**src/rtl/pwc_pkg.sv**
```systemverilog
package pwc_pkg;
  typedef enum logic [1:0] {
    EDGE_OFF  = 2'b00,
    EDGE_RISE = 2'b01,
    EDGE_FALL = 2'b10,
    EDGE_ANY  = 2'b11
  } edge_mode_e;

  function automatic logic edge_match(edge_mode_e mode, logic rise, logic fall);
    logic m;
    case (mode)
      EDGE_RISE: m = rise;
      EDGE_FALL: m = fall;
      EDGE_ANY:  m = rise | fall;
      default:   m = 1'b0;
    endcase
    return m;
  endfunction
endpackage

```
**src/rtl/pwc_edge_det.sv**
```systemverilog
module pwc_edge_det #(
  parameter int SYNC_STAGES = 2
) (
  input  logic                clk,
  input  logic                rst_n,
  input  logic                din,
  input  pwc_pkg::edge_mode_e mode,
  output logic                rise,
  output logic                hit
);
  logic [SYNC_STAGES-1:0] sync_q, sync_d;
  logic                   prev_q;
  logic                   fall;

  always_comb begin
    sync_d = {sync_q[SYNC_STAGES-2:0], din};
  end

  always_ff @(posedge clk or negedge rst_n) begin
    if (!rst_n) begin
      sync_q <= '0;
      prev_q <= 1'b0;
    end else begin
      sync_q <= sync_d;
      prev_q <= sync_q[SYNC_STAGES-1];
    end
  end

  always_comb begin
    rise = sync_q[SYNC_STAGES-1] & ~prev_q;
    fall = ~sync_q[SYNC_STAGES-1] & prev_q;
    hit  = pwc_pkg::edge_match(mode, rise, fall);
  end
endmodule

```
**src/rtl/pwc_tick_gen.sv**
```systemverilog
module pwc_tick_gen #(
  parameter int PRE_W = 3
) (
  input  logic       clk,
  input  logic       rst_n,
  input  logic       run,
  input  logic       ext_sel,
  input  logic [1:0] presc_sel,
  input  logic       ext_rise,
  output logic       tick
);
  logic [PRE_W-1:0] pre_q, pre_d, limit;
  logic             int_tick;

  always_comb begin
    case (presc_sel)
      2'd0:    limit = PRE_W'(0);
      2'd1:    limit = PRE_W'(1);
      2'd2:    limit = PRE_W'(3);
      default: limit = PRE_W'(7);
    endcase
    int_tick = (pre_q >= limit);
    if (!run || int_tick) pre_d = '0;
    else                  pre_d = pre_q + PRE_W'(1);
    tick = run & (ext_sel ? ext_rise : int_tick);
  end

  always_ff @(posedge clk or negedge rst_n) begin
    if (!rst_n) pre_q <= '0;
    else        pre_q <= pre_d;
  end
endmodule

```
**src/rtl/pwc_capture_chan.sv**
```systemverilog
module pwc_capture_chan #(
  parameter int CW = 16
) (
  input  logic          clk,
  input  logic          rst_n,
  input  logic          run,
  input  logic          tick,
  input  logic          allow,
  input  logic          hit,
  input  logic [CW-1:0] cnt,
  output logic          fire,
  output logic [CW-1:0] cap_val,
  output logic          irq
);
  logic          pend_q, pend_d;
  logic [CW-1:0] cap_q, cap_d;
  logic          irq_q, irq_d;

  always_comb begin
    fire   = tick & run & allow & (pend_q | hit);
    pend_d = run & allow & ~tick & (pend_q | hit);
    cap_d  = fire ? cnt : cap_q;
    irq_d  = fire;
  end

  always_ff @(posedge clk or negedge rst_n) begin
    if (!rst_n) begin
      pend_q <= 1'b0;
      cap_q  <= '0;
      irq_q  <= 1'b0;
    end else begin
      pend_q <= pend_d;
      irq_q  <= irq_d;
      if (fire) cap_q <= cap_d;
    end
  end

  assign cap_val = cap_q;
  assign irq     = irq_q;
endmodule

```
**src/rtl/pwc_timer.sv**
```systemverilog
module pwc_timer #(
  parameter int CW          = 16,
  parameter int SYNC_STAGES = 2,
  parameter int PRE_W       = 3
) (
  input  logic          clk,
  input  logic          rst_n,
  input  logic          run_en,
  input  logic          src_ext,
  input  logic [1:0]    presc_sel,
  input  logic [1:0]    edge_sel0,
  input  logic [1:0]    edge_sel1,
  input  logic          cap_in0,
  input  logic          cap_in1,
  output logic [CW-1:0] cap0_val,
  output logic [CW-1:0] cap1_val,
  output logic          cap0_irq,
  output logic          cap1_irq,
  output logic          ovf_irq
);
  import pwc_pkg::*;

  localparam int NCH = 2;
  localparam logic [NCH-1:0] EXT_MASK = NCH'(1);
  localparam logic [CW-1:0]  CNT_TOP  = {CW{1'b1}};

  logic [NCH-1:0]          pin, rise_v, hit_v, allow_v, fire_v, irq_v;
  edge_mode_e              mode_v [NCH];
  logic [NCH-1:0][CW-1:0]  cap_v;
  logic                    tick, ext_rise, any_fire;
  logic [CW-1:0]           cnt_q, cnt_d;
  logic                    ovf_q, ovf_d;

  always_comb begin
    pin       = {cap_in1, cap_in0};
    mode_v[0] = edge_mode_e'(edge_sel0);
    mode_v[1] = edge_mode_e'(edge_sel1);
    allow_v[0] = (mode_v[0] != EDGE_OFF) & ~src_ext;
    allow_v[1] = (mode_v[1] != EDGE_OFF);
    ext_rise   = |(rise_v & EXT_MASK);
  end

  for (genvar g = 0; g < NCH; g++) begin : g_ch
    pwc_edge_det #(.SYNC_STAGES(SYNC_STAGES)) u_det (
      .clk(clk), .rst_n(rst_n), .din(pin[g]), .mode(mode_v[g]),
      .rise(rise_v[g]), .hit(hit_v[g])
    );
    pwc_capture_chan #(.CW(CW)) u_chan (
      .clk(clk), .rst_n(rst_n), .run(run_en), .tick(tick),
      .allow(allow_v[g]), .hit(hit_v[g]), .cnt(cnt_q),
      .fire(fire_v[g]), .cap_val(cap_v[g]), .irq(irq_v[g])
    );
  end

  pwc_tick_gen #(.PRE_W(PRE_W)) u_tick (
    .clk(clk), .rst_n(rst_n), .run(run_en), .ext_sel(src_ext),
    .presc_sel(presc_sel), .ext_rise(ext_rise), .tick(tick)
  );

  always_comb begin
    any_fire = |fire_v;
    ovf_d    = tick & ~any_fire & (cnt_q == CNT_TOP);
    if (!run_en || any_fire) cnt_d = '0;
    else if (tick)           cnt_d = cnt_q + CW'(1);
    else                     cnt_d = cnt_q;
  end

  always_ff @(posedge clk or negedge rst_n) begin
    if (!rst_n) begin
      cnt_q <= '0;
      ovf_q <= 1'b0;
    end else begin
      cnt_q <= cnt_d;
      ovf_q <= ovf_d;
    end
  end

  assign cap0_val = cap_v[0];
  assign cap1_val = cap_v[1];
  assign cap0_irq = irq_v[0];
  assign cap1_irq = irq_v[1];
  assign ovf_irq  = ovf_q;
endmodule

```
**config.mk**
```make
export PLATFORM = sky130hd
export DESIGN_NAME = pwc_timer
export DESIGN_NICKNAME = d
export VERILOG_FILES = /design/src/rtl/pwc_pkg.sv /design/src/rtl/pwc_edge_det.sv /design/src/rtl/pwc_tick_gen.sv /design/src/rtl/pwc_capture_chan.sv /design/src/rtl/pwc_timer.sv
export SDC_FILE = /design/constraint.sdc
export NUM_CORES = 1
export LEC_CHECK = 0
export CORE_UTILIZATION = 50
export DETAILED_ROUTE_END_ITERATION = 10
export PLACE_DENSITY = 0.77
export SYNTH_ARGS = -nofsm -noshare
export SYNTH_HDL_FRONTEND = slang
export SYNTH_HIERARCHICAL = 1
export SYNTH_SLANG_ARGS = --single-unit
```
**constraint.sdc**
```tcl
create_clock -name clk -period 4.25 [get_ports clk]
set_clock_uncertainty 0.2 [all_clocks]
set_input_delay 1.275 -clock clk [delete_from_list [all_inputs] [get_ports clk]]
set_output_delay 1.275 -clock clk [all_outputs]
set_load 0.05 [all_outputs]
```
==> out/qor.yml, run 1 <==
timing:
  fmax_ghz: 0.268
  postLayoutSetupSlackWorst_ns: 0.519
  final_hold_viol_count: 0
  rsz0062_at_grt: "no"
  slew_violations: 0
  worst_pin_slew_ns: 0.505
  min_period_ns: 3.73
  setup_tns_ns: 0
  setup_viol: 0
  slew_headroom: 0.662
  period_share: 0.878
yosys:
  synth_cells: 207
  synth_edf_count: 0
  ys_ff_latch: 62
  synthArstFlopShare: 1.00
  synth-seq-area-share: 0.560
  synth.net_count: 228
  synth.avg_cell_area_um2: 13.4
  yosysUniqueCellTypes: 36
  ys_warn_count: 6
  synthFlopType: "dfrtp_1"
  syn_area_um2: 2770
power_and_ir_drop:
  leakage_nw: 1.76
  peakVddDrop_mv: 0.236
  power_mw: 1.25
  power.density_nw_per_um2: 353
setup_path:
  crit_chain: "clkdlybuf4s50_1 > or2_2 > ha_1 > nor2b_4 > o211ai_2 > o211a_1 > and4_4 > nand4_4 > or3_1 > a21oi_1"
  required_ns: 4.30
  start_kind: "input port"
  crit_arrival_ns: 3.79
  critPathCaptureType: "register"
  crit_path_max_incr_delay_ns: 0.43
  path_class: "in2reg"
  crit_fanout: 7
  cp_slowest_cell: "clkdlybuf4s50_1"
clocking:
  ctsResizeCount: 0
  htreeDepth: 3
  post-cts-setup-buffer-count: 0
  tritoncts: "yes"
  root_buffer: "clkbuf_8"
  clock_latency_ns: 0.33
  cts_buffer_depth: 2
  path_clk_slew_ns: 0.06
  cts_sinks: 62
  cts_made_buffers: 9
  postCtsHoldBufs: 0
routing:
  dr.pass1.iters: 4
  drc_errors: 0
  totalWireLength_um: 4960
  vias: 1759
  ant_nets: 0
  drt_iter0_drc: 66
  via_per_inst: 5.13
  wl_per_cell_um: 14.4
floorplan:
  num_io_pins: 47
  die_y_um: 76.4
  row_count: 26
  coreArea_um2: 5200
  dieWidth_um: 76.4
  start_util: 0.532
  die-area_um2: 5840
global_route:
  antenna_found_initial: 0
  grt-ovfl-total: 0
  grt_pass1_vias: 1797
  grt.total_usage: 0.192
  grt_max_degree: 42
  grt_pass1_wl_um: 8600
finish:
  nets: 290
  utilization: 0.680
  layout-drive-gt1-share: 0.260
  n_fill_cell: 397
  antennaDiodeCount: 0
  area.growth.synth_to_final_pct: 27.7
place:
  place_ws_ns: 0.162
  place.gp.congestion: 0.794
  dp.final_hpwl_um: 3600
  io_buffers: 46
job:
  cap_violations: 0
min_path:
  min_path_type: "reg2reg"
status:
  status: "completed"
==> layout make-up <==
class,instances,area (um^2),area share
Clock inverter,5,50.0,0.0141
Multi-Input combinational cell,130,1150,0.324
Inverter,11,41.3,0.0117
Tap cell,70,87.6,0.0248
Clock buffer,10,138,0.0389
Timing Repair Buffer,55,523,0.148
Sequential cell,62,1550,0.439
==> cells in the final DEF, fill, tap and decap left out, drive strengths merged <==
cell type	Yosys	final
a21oi	4	4
and2	1	1
and3	3	3
and4	4	4
buf	3	10
bufinv	0	1
clkbuf	1	10
clkdlybuf4s50	0	45
clkinv	0	4
dfrtp	62	62
ha	9	9
inv	11	11
mux2	32	32
mux2i	2	2
nand2	10	10
nand2b	1	1
nand3	3	3
nand4	5	5
nor2	20	20
nor2b	5	5
o2111ai	2	2
o211a	1	1
o211ai	4	4
o21ai	7	7
or2	2	2
or3	3	3
xnor2	4	4
xor2	8	8
==> layer usage <==
layer | part of all wire | track usage
met5 | 0 | 0
met4 | 0.022 | 0.106
met3 | 0.039 | 0.0395
met2 | 0.48 | 0.302
met1 | 0.46 | 0.249
==> final timing paths <==
| check | slack [ns] | endpoint | from | cells after the start |
|---|---|---|---|---|
| hold reg to reg | 0.15 | g_ch[0].u_det/sync_q[1]$_DFF_PN0_ | g_ch[0].u_det/sync_q[0]$_DFF_PN0_ | 0 |
| min in group asynchronous | 0.70 | g_ch[1].u_chan/cap_val[0]$_DFFE_PN0P_ | rst_n | 1 |
| hold / removal | 0.15 | g_ch[0].u_det/sync_q[1]$_DFF_PN0_ | g_ch[0].u_det/sync_q[0]$_DFF_PN0_ | 0 |
| setup / recovery | 0.52 | cnt_q[13]$_DFFE_PN0P_ | presc_sel[1] | 10 |
| max in group asynchronous | 2.28 | g_ch[0].u_det/sync_q[1]$_DFF_PN0_ | rst_n | 2 |
| setup reg to reg | 1.76 | cnt_q[13]$_DFFE_PN0P_ | u_tick/pre_q[0]$_DFF_PN0_ | 9 |
==> cell families after synthesis <==
group,Yosys count,share of synthesized area
AO/OA/AOI/OAI,18,0.0583
XOR/XNOR,12,0.0379
flip-flops,62,0.560
multiplexers,34,0.162
adder cells (fa/ha/maj),9,0.0407
buffers and inverters,15,0.0262
AND/OR/NAND/NOR,57,0.115
==> power by group <==
part           total, mW  leakage [nW]  switching [mW]  internal [mW]
logic              0.138         0.809          0.0786         0.0596
clock network      0.489         0.102           0.210          0.279
registers          0.620         0.849          0.0136          0.607
==> Yosys cell counts, types with 3 or more instances <==
library cell | count | area share
mux2_4 | 18 | 0.098
xor2_1 | 8 | 0.025
nand2_1 | 10 | 0.014
o21ai_0 | 3 | 0.0054
nor2b_1 | 4 | 0.0090
or3_1 | 3 | 0.0068
a21oi_1 | 3 | 0.0054
ha_1 | 9 | 0.041
nand4_1 | 4 | 0.0090
xnor2_1 | 4 | 0.013
mux2_2 | 14 | 0.057
inv_1 | 11 | 0.015
o21ai_1 | 4 | 0.0072
dfrtp_1 | 62 | 0.56
nand3_1 | 3 | 0.0054
nor2_1 | 19 | 0.026
==> sequential cells by signal, summed over array words and instances (netlist names) <==
| name | count |
|---|---|
| g_ch.u_chan/cap_val | 32 |
| cnt_q | 16 |
| g_ch.u_det/sync_q | 4 |
| u_tick/pre_q | 3 |
| g_ch.u_chan/irq | 2 |
| g_ch.u_chan/pend_q | 2 |
| g_ch.u_det/prev_q | 2 |
| ovf_irq | 1 |
==> worst max-delay path: cells and delay by family <==
family          cells  cell delay [ns]
simple gates        5             1.16
fa+ha+maj           1             0.33
compound gates      3             0.58
buf+inv             1             0.43
==> per-stage QoR <==
step / cell area, um^2 / hold WS (ns) / instances
after detailed placement: 3350 / 0.144 / 328
after global placement: 3350 / 0.136 / 328
after global routing: 3540 / 0.162 / 343
final: 3540 / 0.154 / 343
after CTS: 3540 / 0.158 / 343
after floorplan: 2770 / 0.131 / 207
(Power assumes the default switching activity.)
==> run 2: changes to the inputs <==
--- a/config.mk
+++ b/config.mk
@@ -12,3 +12,4 @@
 export SYNTH_HDL_FRONTEND = slang
 export SYNTH_HIERARCHICAL = 1
 export SYNTH_SLANG_ARGS = --single-unit
+export TNS_END_PERCENT = 1
==> constraint.sdc (replaced) <==
create_clock -name clk -period 4.25 [get_ports clk]
set_clock_uncertainty 0.2 [all_clocks]
set_input_delay 1.275 -clock clk [delete_from_list [all_inputs] [get_ports clk]]
set_output_delay 1.275 -clock clk [all_outputs]
set_load 0.01 [all_outputs]
==> results of run 2 <==
Same layout as run 1 (identical final DEF). Status: completed.
Main changes from that run: total power 1.25 mW -> 1.23 mW; worst IR drop on VDD 0.236 mV -> 0.235 mV
